**src/rtl/uart_clk_sel_pkg.sv**
```systemverilog
package uart_clk_sel_pkg;

  typedef enum logic [1:0] {
    RX_SRC_PIN = 2'd0,
    RX_SRC_DSR = 2'd1,
    RX_SRC_BRG = 2'd2,
    RX_SRC_TX  = 2'd3
  } rx_src_e;

  typedef enum logic [1:0] {
    DTR_MODEM  = 2'd0,
    DTR_TX_BIT = 2'd1,
    DTR_BRG    = 2'd2,
    DTR_RSVD   = 2'd3
  } dtr_mode_e;

  // field layout is software-visible
  typedef struct packed {
    logic      tx_iso;
    logic      tx_ext;
    dtr_mode_e dtr_mode;
    logic      rx_iso;
    logic      rsvd;
    rx_src_e   rx_src;
  } clk_cfg_t;

  localparam int unsigned NUM_EXT_CLK = 3;
  localparam int unsigned EXT_RXCLK   = 0;
  localparam int unsigned EXT_DSR     = 1;
  localparam int unsigned EXT_RI      = 2;

endpackage

```
**src/rtl/clk_edge_sync.sv**
```systemverilog
module clk_edge_sync #(
  parameter int unsigned STAGES = 2
) (
  input  logic clk_i,
  input  logic rst_ni,
  input  logic pin_i,
  output logic rise_o
);

  logic [STAGES:0] chain_q;

  always_ff @(posedge clk_i or negedge rst_ni) begin
    if (!rst_ni) chain_q <= '0;
    else         chain_q <= {chain_q[STAGES-1:0], pin_i};
  end

  // last stage is only used as the edge-detect history
  assign rise_o = chain_q[STAGES-1] & ~chain_q[STAGES];

endmodule

```
**src/rtl/bit_prescaler.sv**
```systemverilog
module bit_prescaler #(
  parameter int unsigned OVS = 16
) (
  input  logic clk_i,
  input  logic rst_ni,
  input  logic clr_i,
  input  logic en_i,
  input  logic iso_i,
  input  logic realign_i,
  output logic strobe_o
);

  localparam int unsigned CW = (OVS > 2) ? $clog2(OVS) : 1;
  localparam logic [CW-1:0] LAST = CW'(OVS - 1);
  localparam logic [CW-1:0] HALF = CW'(OVS / 2);

  logic [CW-1:0] cnt_q;
  logic          wrap;

  assign wrap     = (cnt_q == LAST);
  assign strobe_o = en_i & (iso_i | wrap);

  always_ff @(posedge clk_i or negedge rst_ni) begin
    if (!rst_ni) begin
      cnt_q <= '0;
    end else if (clr_i) begin
      cnt_q <= '0;
    end else if (realign_i) begin
      cnt_q <= HALF;
    end else if (en_i && !iso_i) begin
      cnt_q <= wrap ? '0 : cnt_q + 1'b1;
    end
  end

endmodule

```
**src/rtl/uart_clk_sel.sv**
```systemverilog
module uart_clk_sel #(
  parameter int unsigned OVERSAMPLE  = 16,
  parameter int unsigned SYNC_STAGES = 2
) (
  input  logic       clk_i,
  input  logic       rst_ni,
  input  logic       chan_rst_i,
  input  logic       cfg_we_i,
  input  logic [7:0] cfg_wdata_i,
  output logic [7:0] cfg_rdata_o,
  input  logic       brg_tick_i,
  input  logic       rx_clk_pin_i,
  input  logic       dsr_pin_i,
  input  logic       ri_pin_i,
  input  logic       rx_start_i,
  input  logic       modem_dtr_i,
  output logic       rx_sample_o,
  output logic       tx_bit_o,
  output logic       rx_iso_o,
  output logic       tx_iso_o,
  output logic       dtr_pin_o
);

  import uart_clk_sel_pkg::*;

  localparam logic [7:0] WR_MASK = 8'hFB;

  clk_cfg_t cfg_q;
  logic [NUM_EXT_CLK-1:0] pins, pin_rise;
  logic tx_en, rx_en, dtr_d, dtr_q;

  always_ff @(posedge clk_i or negedge rst_ni) begin
    if (!rst_ni)       cfg_q <= '0;
    else if (cfg_we_i) cfg_q <= clk_cfg_t'(cfg_wdata_i & WR_MASK);
  end

  assign cfg_rdata_o = cfg_q;
  assign rx_iso_o    = cfg_q.rx_iso;
  assign tx_iso_o    = cfg_q.tx_iso;

  assign pins[EXT_RXCLK] = rx_clk_pin_i;
  assign pins[EXT_DSR]   = dsr_pin_i;
  assign pins[EXT_RI]    = ri_pin_i;

  for (genvar g = 0; g < NUM_EXT_CLK; g++) begin : g_sync
    clk_edge_sync #(.STAGES(SYNC_STAGES)) i_sync (
      .clk_i  (clk_i),
      .rst_ni (rst_ni),
      .pin_i  (pins[g]),
      .rise_o (pin_rise[g])
    );
  end

  assign tx_en = cfg_q.tx_ext ? pin_rise[EXT_RI] : brg_tick_i;

  always_comb begin
    unique case (cfg_q.rx_src)
      RX_SRC_PIN: rx_en = pin_rise[EXT_RXCLK];
      RX_SRC_DSR: rx_en = pin_rise[EXT_DSR];
      RX_SRC_BRG: rx_en = brg_tick_i;
      default:    rx_en = tx_en;
    endcase
  end

  bit_prescaler #(.OVS(OVERSAMPLE)) i_rx_pre (
    .clk_i     (clk_i),
    .rst_ni    (rst_ni),
    .clr_i     (chan_rst_i),
    .en_i      (rx_en),
    .iso_i     (cfg_q.rx_iso),
    .realign_i (rx_start_i),
    .strobe_o  (rx_sample_o)
  );

  bit_prescaler #(.OVS(OVERSAMPLE)) i_tx_pre (
    .clk_i     (clk_i),
    .rst_ni    (rst_ni),
    .clr_i     (chan_rst_i),
    .en_i      (tx_en),
    .iso_i     (cfg_q.tx_iso),
    .realign_i (1'b0),
    .strobe_o  (tx_bit_o)
  );

  always_comb begin
    unique case (cfg_q.dtr_mode)
      DTR_TX_BIT: dtr_d = tx_bit_o;
      DTR_BRG:    dtr_d = brg_tick_i;
      default:    dtr_d = modem_dtr_i;
    endcase
  end

  always_ff @(posedge clk_i or negedge rst_ni) begin
    if (!rst_ni) dtr_q <= 1'b0;
    else         dtr_q <= dtr_d;
  end

  assign dtr_pin_o = dtr_q;

endmodule

```
**config.mk**
```make
export PLATFORM = sky130hd
export DESIGN_NAME = uart_clk_sel
export DESIGN_NICKNAME = d
export VERILOG_FILES = /design/src/rtl/uart_clk_sel_pkg.sv /design/src/rtl/clk_edge_sync.sv /design/src/rtl/bit_prescaler.sv /design/src/rtl/uart_clk_sel.sv
export SDC_FILE = /design/constraint.sdc
export NUM_CORES = 1
export LEC_CHECK = 0
export ABC_CLOCK_PERIOD_IN_PS = 3200
export BUFFER_PORTS_ARGS = -buffer_cell sky130_fd_sc_hd__buf_4
export CAP_MARGIN = 10
export CORE_ASPECT_RATIO = 0.8
export CORE_MARGIN = 2
export CORE_UTILIZATION = 50
export CTS_BUF_LIST = sky130_fd_sc_hd__clkbuf_8
export CTS_CLUSTER_DIAMETER = 80
export CTS_CLUSTER_SIZE = 25
export DETAILED_ROUTE_END_ITERATION = 7
export HOLD_SLACK_MARGIN = 0.05
export PLACE_DENSITY = 0.76
export SYNTH_ARGS = -nofsm -noshare
export SYNTH_HDL_FRONTEND = slang
export SYNTH_SLANG_ARGS = --single-unit
```
**constraint.sdc**
```tcl
create_clock -name clk_i -period 3.2 [get_ports clk_i]
set_input_delay 0.48 -clock clk_i [delete_from_list [all_inputs] [get_ports clk_i]]
set_output_delay 0.48 -clock clk_i [all_outputs]
set_load 0.02 [all_outputs]
```
# == After elaboration in Yosys (flattened, before gate mapping) ==
# Cells that the tools add are included.
# word_totals
ff_bits,25
inputBits,18
out_inout_bits,13
elab_cells,46
# classes
addsub,2
eq_ne,6
mux,10
bitwise_logic,10
n_reduce_logical,7
# op_table
cell,count
$mux 4,7
$add 4x1->4 const B,2
$eq 4x4->1 const B,2
$and 1x1->1,5
$eq 2x1->1 const B,2
$eq 2x2->1 const B,2
$not 1->1,3
$pmux 1 s3,1
$reduce_bool 3->1,1
$logic_and 1x1->1,2
$logic_not 1->1,2
$logic_not 2->1,1
$or 1x1->1,2
$pmux 1 s2,1
$reduce_bool 2->1,1
$mux 1,1

# == Depth between registers and ports, before layout ==
# depth
word_depth,8
mapped_depth,5
ltp_nobuf,5

# == By module ==
# A second synthesis with hierarchy kept.
# hier_totals
hier_cells,93
hier_area_um2,1152.4
# modules_own_cells
mod,instances,cells_per_inst,area_per_inst_um2,seq_area_each_um2
bit_prescaler,2,25,247.7,100.1
uart_clk_sel,1,31,390.4,200.2
clk_edge_sync,3,4,88.8,75.1

# == Least setup slack after synthesis ==
# OpenSTA, ideal clock, no wires.
# synth_timing
path_type,reg-to-output
startpoint,reg cfg_q (netlist bit cfg_rdata_o[1])
endpoint,out rx_sample_o
arrival_ns,1.667
required_ns,2.720
path_slack_ns,1.053
stages_incl_launch_ff,5
path_buffers,0
path_cell_list,dfrtp_1 > or3b_4 > a221oi_4 > nor2_2 > a21oi_1
# synth_via
elab_chain_len,3
elab_cells_between_ends,5
cone_classes,eq/ne: 2; mux: 1; bitwise: 1; reduce/logical: 1
# synth_lines
element,line_no,source
"start, declared",uart_clk_sel.sv:28,clk_cfg_t cfg_q;
"start signal, assigned",uart_clk_sel.sv:34,else if (cfg_we_i) cfg_q <= clk_cfg_t'(cfg_wdata_i & WR_MASK);
"$eq 2x2->1, or another cell as far along",uart_clk_sel.sv:57,unique case (cfg_q.rx_src)
$pmux 1 s3 (*),uart_clk_sel.sv:57,
$and 1x1->1 (*),bit_prescaler.sv:21,assign strobe_o = en_i & (iso_i | wrap);
"end, declared",uart_clk_sel.sv:17,"output logic rx_sample_o,"
# Mark *: on every way between the ends. The rest lies on a longest branch, timed or not.

# == Final worst setup path ==
# Same ends and word-level chain as after synthesis.

==> run summary <==
Status = finished clean
Mean post-synth cell area = 11.0 µm²
Crit path max-delay cell type = dfrtp_1
# Post-CTS Setup Buffers = 0
Required time worst endpoint = 2720 ps
RSZ-0062 raised after global routing = false
Wl on met1 = 984 µm
Cell Area, Synth = 0.00117 mm²
Worst vdd ir = 0.409 mV
Number of global-route vias before repair = 879
Global-route usage over all layers = 0.190
Final Hold Fails = 0
CP Capture Type = primary output
Design Power = 678 µW
Core area = 0.00218 mm²
Slew Limit Fails = 0
CTS Sinks = 25
Later-pin clock latency in the skew report = 270 ps
Initial Util = 0.538
Leak Pwr = 0.677 nW
Worst r2r src = cfg_rdata_o[1]$_DFFE_PN0P_
Chip Height = 47.3 µm
Setup slack, reg-to-reg = 1410 ps
Cell row count = 15
Wire length on met3 = 109 µm
Post-route setup TNS = 0 ps
HPWL after DPL = 1760 µm
Clock slew at reported path FFs = 90 ps
Max clock buf depth = 2
CP max FO = 6
Ant. Diodes = 0
Worst Reg-to-Reg Cells = 4
CTS tree = built
Post-route ant nets = 0
WP data arrival = 1930 ps
Slowest stage delay, CP = 450 ps
Global route overflow = 0
WL met2 = 1190 µm
Tmin final = 2410 ps
Clk_skew = 4.44 ps
Via-per-instance ratio = 5.45
CTS H-tree lvls = 1
Routability cong. = 0.812
Worst min-delay path category = primary input to async pin
Cts hold-fix bufs = 0
Detailed Route Iter0 Violations = 36
Num CTS Buffers = 3
DR WL/cell = 14.5 µm
Sequential area share after synthesis = 0.534
Area grow syn2layout = 22.5%
Syn nets = 128
Routed WL = 2300 µm
DRC viols = 0
Seq cells post-synth = 25
Die area = 0.00275 mm²
PortBufs = 28
Largest net degree at the start of global routing = 26
Synth Instances = 106
Initial antenna violation count = 0
CP startpoint kind = flop
Peak Freq = 415 MHz
NumNets Final = 157
Non-Filler Instances = 159
Routed via count = 867
Max_cap viols = 0
Die Width = 58.1 µm
CP Cell Sequence = or3b_4, a221oi_4, nor2_2, a21oi_1, buf_4
Drt pass-1 iters = 4
Ys Warns = 0
Top sig layer = met4
IO Pins = 31
Layout cells sized above 1 = 0.336
PostCTS Resize Cnt = 0
Worst R2R End = i_rx_pre.cnt_q[3]$_DFFE_PN0P_
Filler cells = 176
First-pass GRT wire length = 3750 µm
Final setup fails = 0
PwrDens = 472 mW/mm²
WS Path Type = flop to primary output
Synth cell types = 33
Root Buffer = clkbuf_8
Post-route clock period utilization = 0.753
DP Cell Count = 155
## power by group
group	switching [mW]	internal (mW)
Sequential	0.0179	0.336
Combinational	0.0707	0.0612
Clock	0.104	0.0884
Total	0.193	0.485
## stage by stage
| stage | hold WS, ps | worst slack [ps] | utilization | area [µm²] |
|---|---|---|---|---|
| after floorplan | 184 | 1050 | - | 1170 |
| after global placement | 334 | 1150 | 0.637 | 1390 |
| after detailed placement | 341 | 1110 | 0.637 | 1390 |
| after CTS | 102 | 785 | 0.659 | 1440 |
| after global routing | 106 | 706 | 0.659 | 1440 |
| final | 93.8 | 791 | 0.659 | 1440 |
## Yosys cell counts
cell type | number | share of area
buf_4 | 3 | 0.019
mux2_2 | 4 | 0.038
xnor2_1 | 1 | 0.0075
a31oi_1 | 2 | 0.011
o211ai_1 | 5 | 0.032
and2b_2 | 1 | 0.0075
a31o_2 | 1 | 0.0075
conb_1 | 1 | 0.0032
a41oi_1 | 1 | 0.0075
o2111ai_1 | 1 | 0.0075
nand3b_1 | 1 | 0.0064
a221oi_4 | 1 | 0.022
clkbuf_1 | 1 | 0.0032
dfrtp_1 | 25 | 0.53
ha_1 | 4 | 0.043
a21oi_1 | 7 | 0.030
a211o_1 | 2 | 0.015
nand3_1 | 2 | 0.0085
and2_2 | 1 | 0.0064
o311a_1 | 1 | 0.0085
or2b_2 | 2 | 0.015
o21ai_0 | 5 | 0.021
nor2_2 | 1 | 0.0053
a211oi_1 | 1 | 0.0064
nor3_1 | 1 | 0.0043
mux2i_1 | 3 | 0.026
nor2_1 | 6 | 0.019
a22oi_1 | 1 | 0.0064
nand2_1 | 10 | 0.032
or3b_4 | 1 | 0.0096
and3_1 | 1 | 0.0053
or2_2 | 1 | 0.0053
inv_1 | 8 | 0.026
## per-layer routing
layer,GRT usage,vias up
met5,0,-
met4,0.0791,0
met3,0.0606,2
met2,0.350,21
met1,0.210,418
li1,-,426
## critical path: cells and delay by family, from the launching register on
kind | cells | cell delay, ps
AOI/OAI and AO/OA | 2 | 520
buffers and inverters | 1 | 160
DFF | 1 | 450
and+or+nand+nor | 2 | 520
## registers in the layout, summed over array words and instances, names as in the netlist
signal / cells
rx_iso_o: 1
i_tx_pre.cnt_q: 4
i_rx_pre.cnt_q: 4
dtr_pin_o: 1
cfg_rdata_o: 5
tx_iso_o: 1
g_sync.i_sync.chain_q: 9
## placed cells by master (no fill, tap or decap), types with 3 or more instances in the layout
cell	count
clkbuf_8	3
o21ai_0	5
mux2_2	4
a21oi_1	7
buf_4	28
inv_1	8
nand2_1	10
dfrtp_1	25
mux2i_1	3
o211ai_1	5
ha_1	4
nor2_1	6
## kinds of logic after synthesis
kind of cell             count (synthesis)  synth area share
AO/OA/AOI/OAI                           28             0.175
AND/OR/NAND/NOR                         28             0.125
XOR/XNOR                                 1           0.00748
flip-flops                              25             0.534
buffers and inverters                   12            0.0481
other                                    1           0.00320
adder cells (fa/ha/maj)                  4            0.0427
multiplexers                             7            0.0641
## worst max-delay path by stage
| stage | start | end | slack, ps | cells after the start |
|---|---|---|---|---|
| after floorplan | cfg_rdata_o[1]$_DFFE_PN0P_ | rx_sample_o | 1050 | 4 |
| after global routing | cfg_rdata_o[1]$_DFFE_PN0P_ | rx_sample_o | 710 | 5 |
| after CTS | cfg_rdata_o[1]$_DFFE_PN0P_ | rx_sample_o | 790 | 5 |
| after detailed placement | cfg_rdata_o[1]$_DFFE_PN0P_ | rx_sample_o | 1110 | 5 |
| final | cfg_rdata_o[1]$_DFFE_PN0P_ | rx_sample_o | 790 | 5 |
| after global placement | cfg_rdata_o[1]$_DFFE_PN0P_ | rx_sample_o | 1150 | 5 |
## cell type report
cell class | instances | area [µm²] | share of cell area
inverters | 8 | 30.0 | 0.0209
clock inverters | 1 | 7.51 | 0.00523
clock buffers | 3 | 41.3 | 0.0288
well taps | 25 | 31.3 | 0.0218
flip-flops and latches | 25 | 626 | 0.436
repair buffers | 28 | 210 | 0.146
multi-input cells | 69 | 489 | 0.341
(Power assumes the default switching activity.)
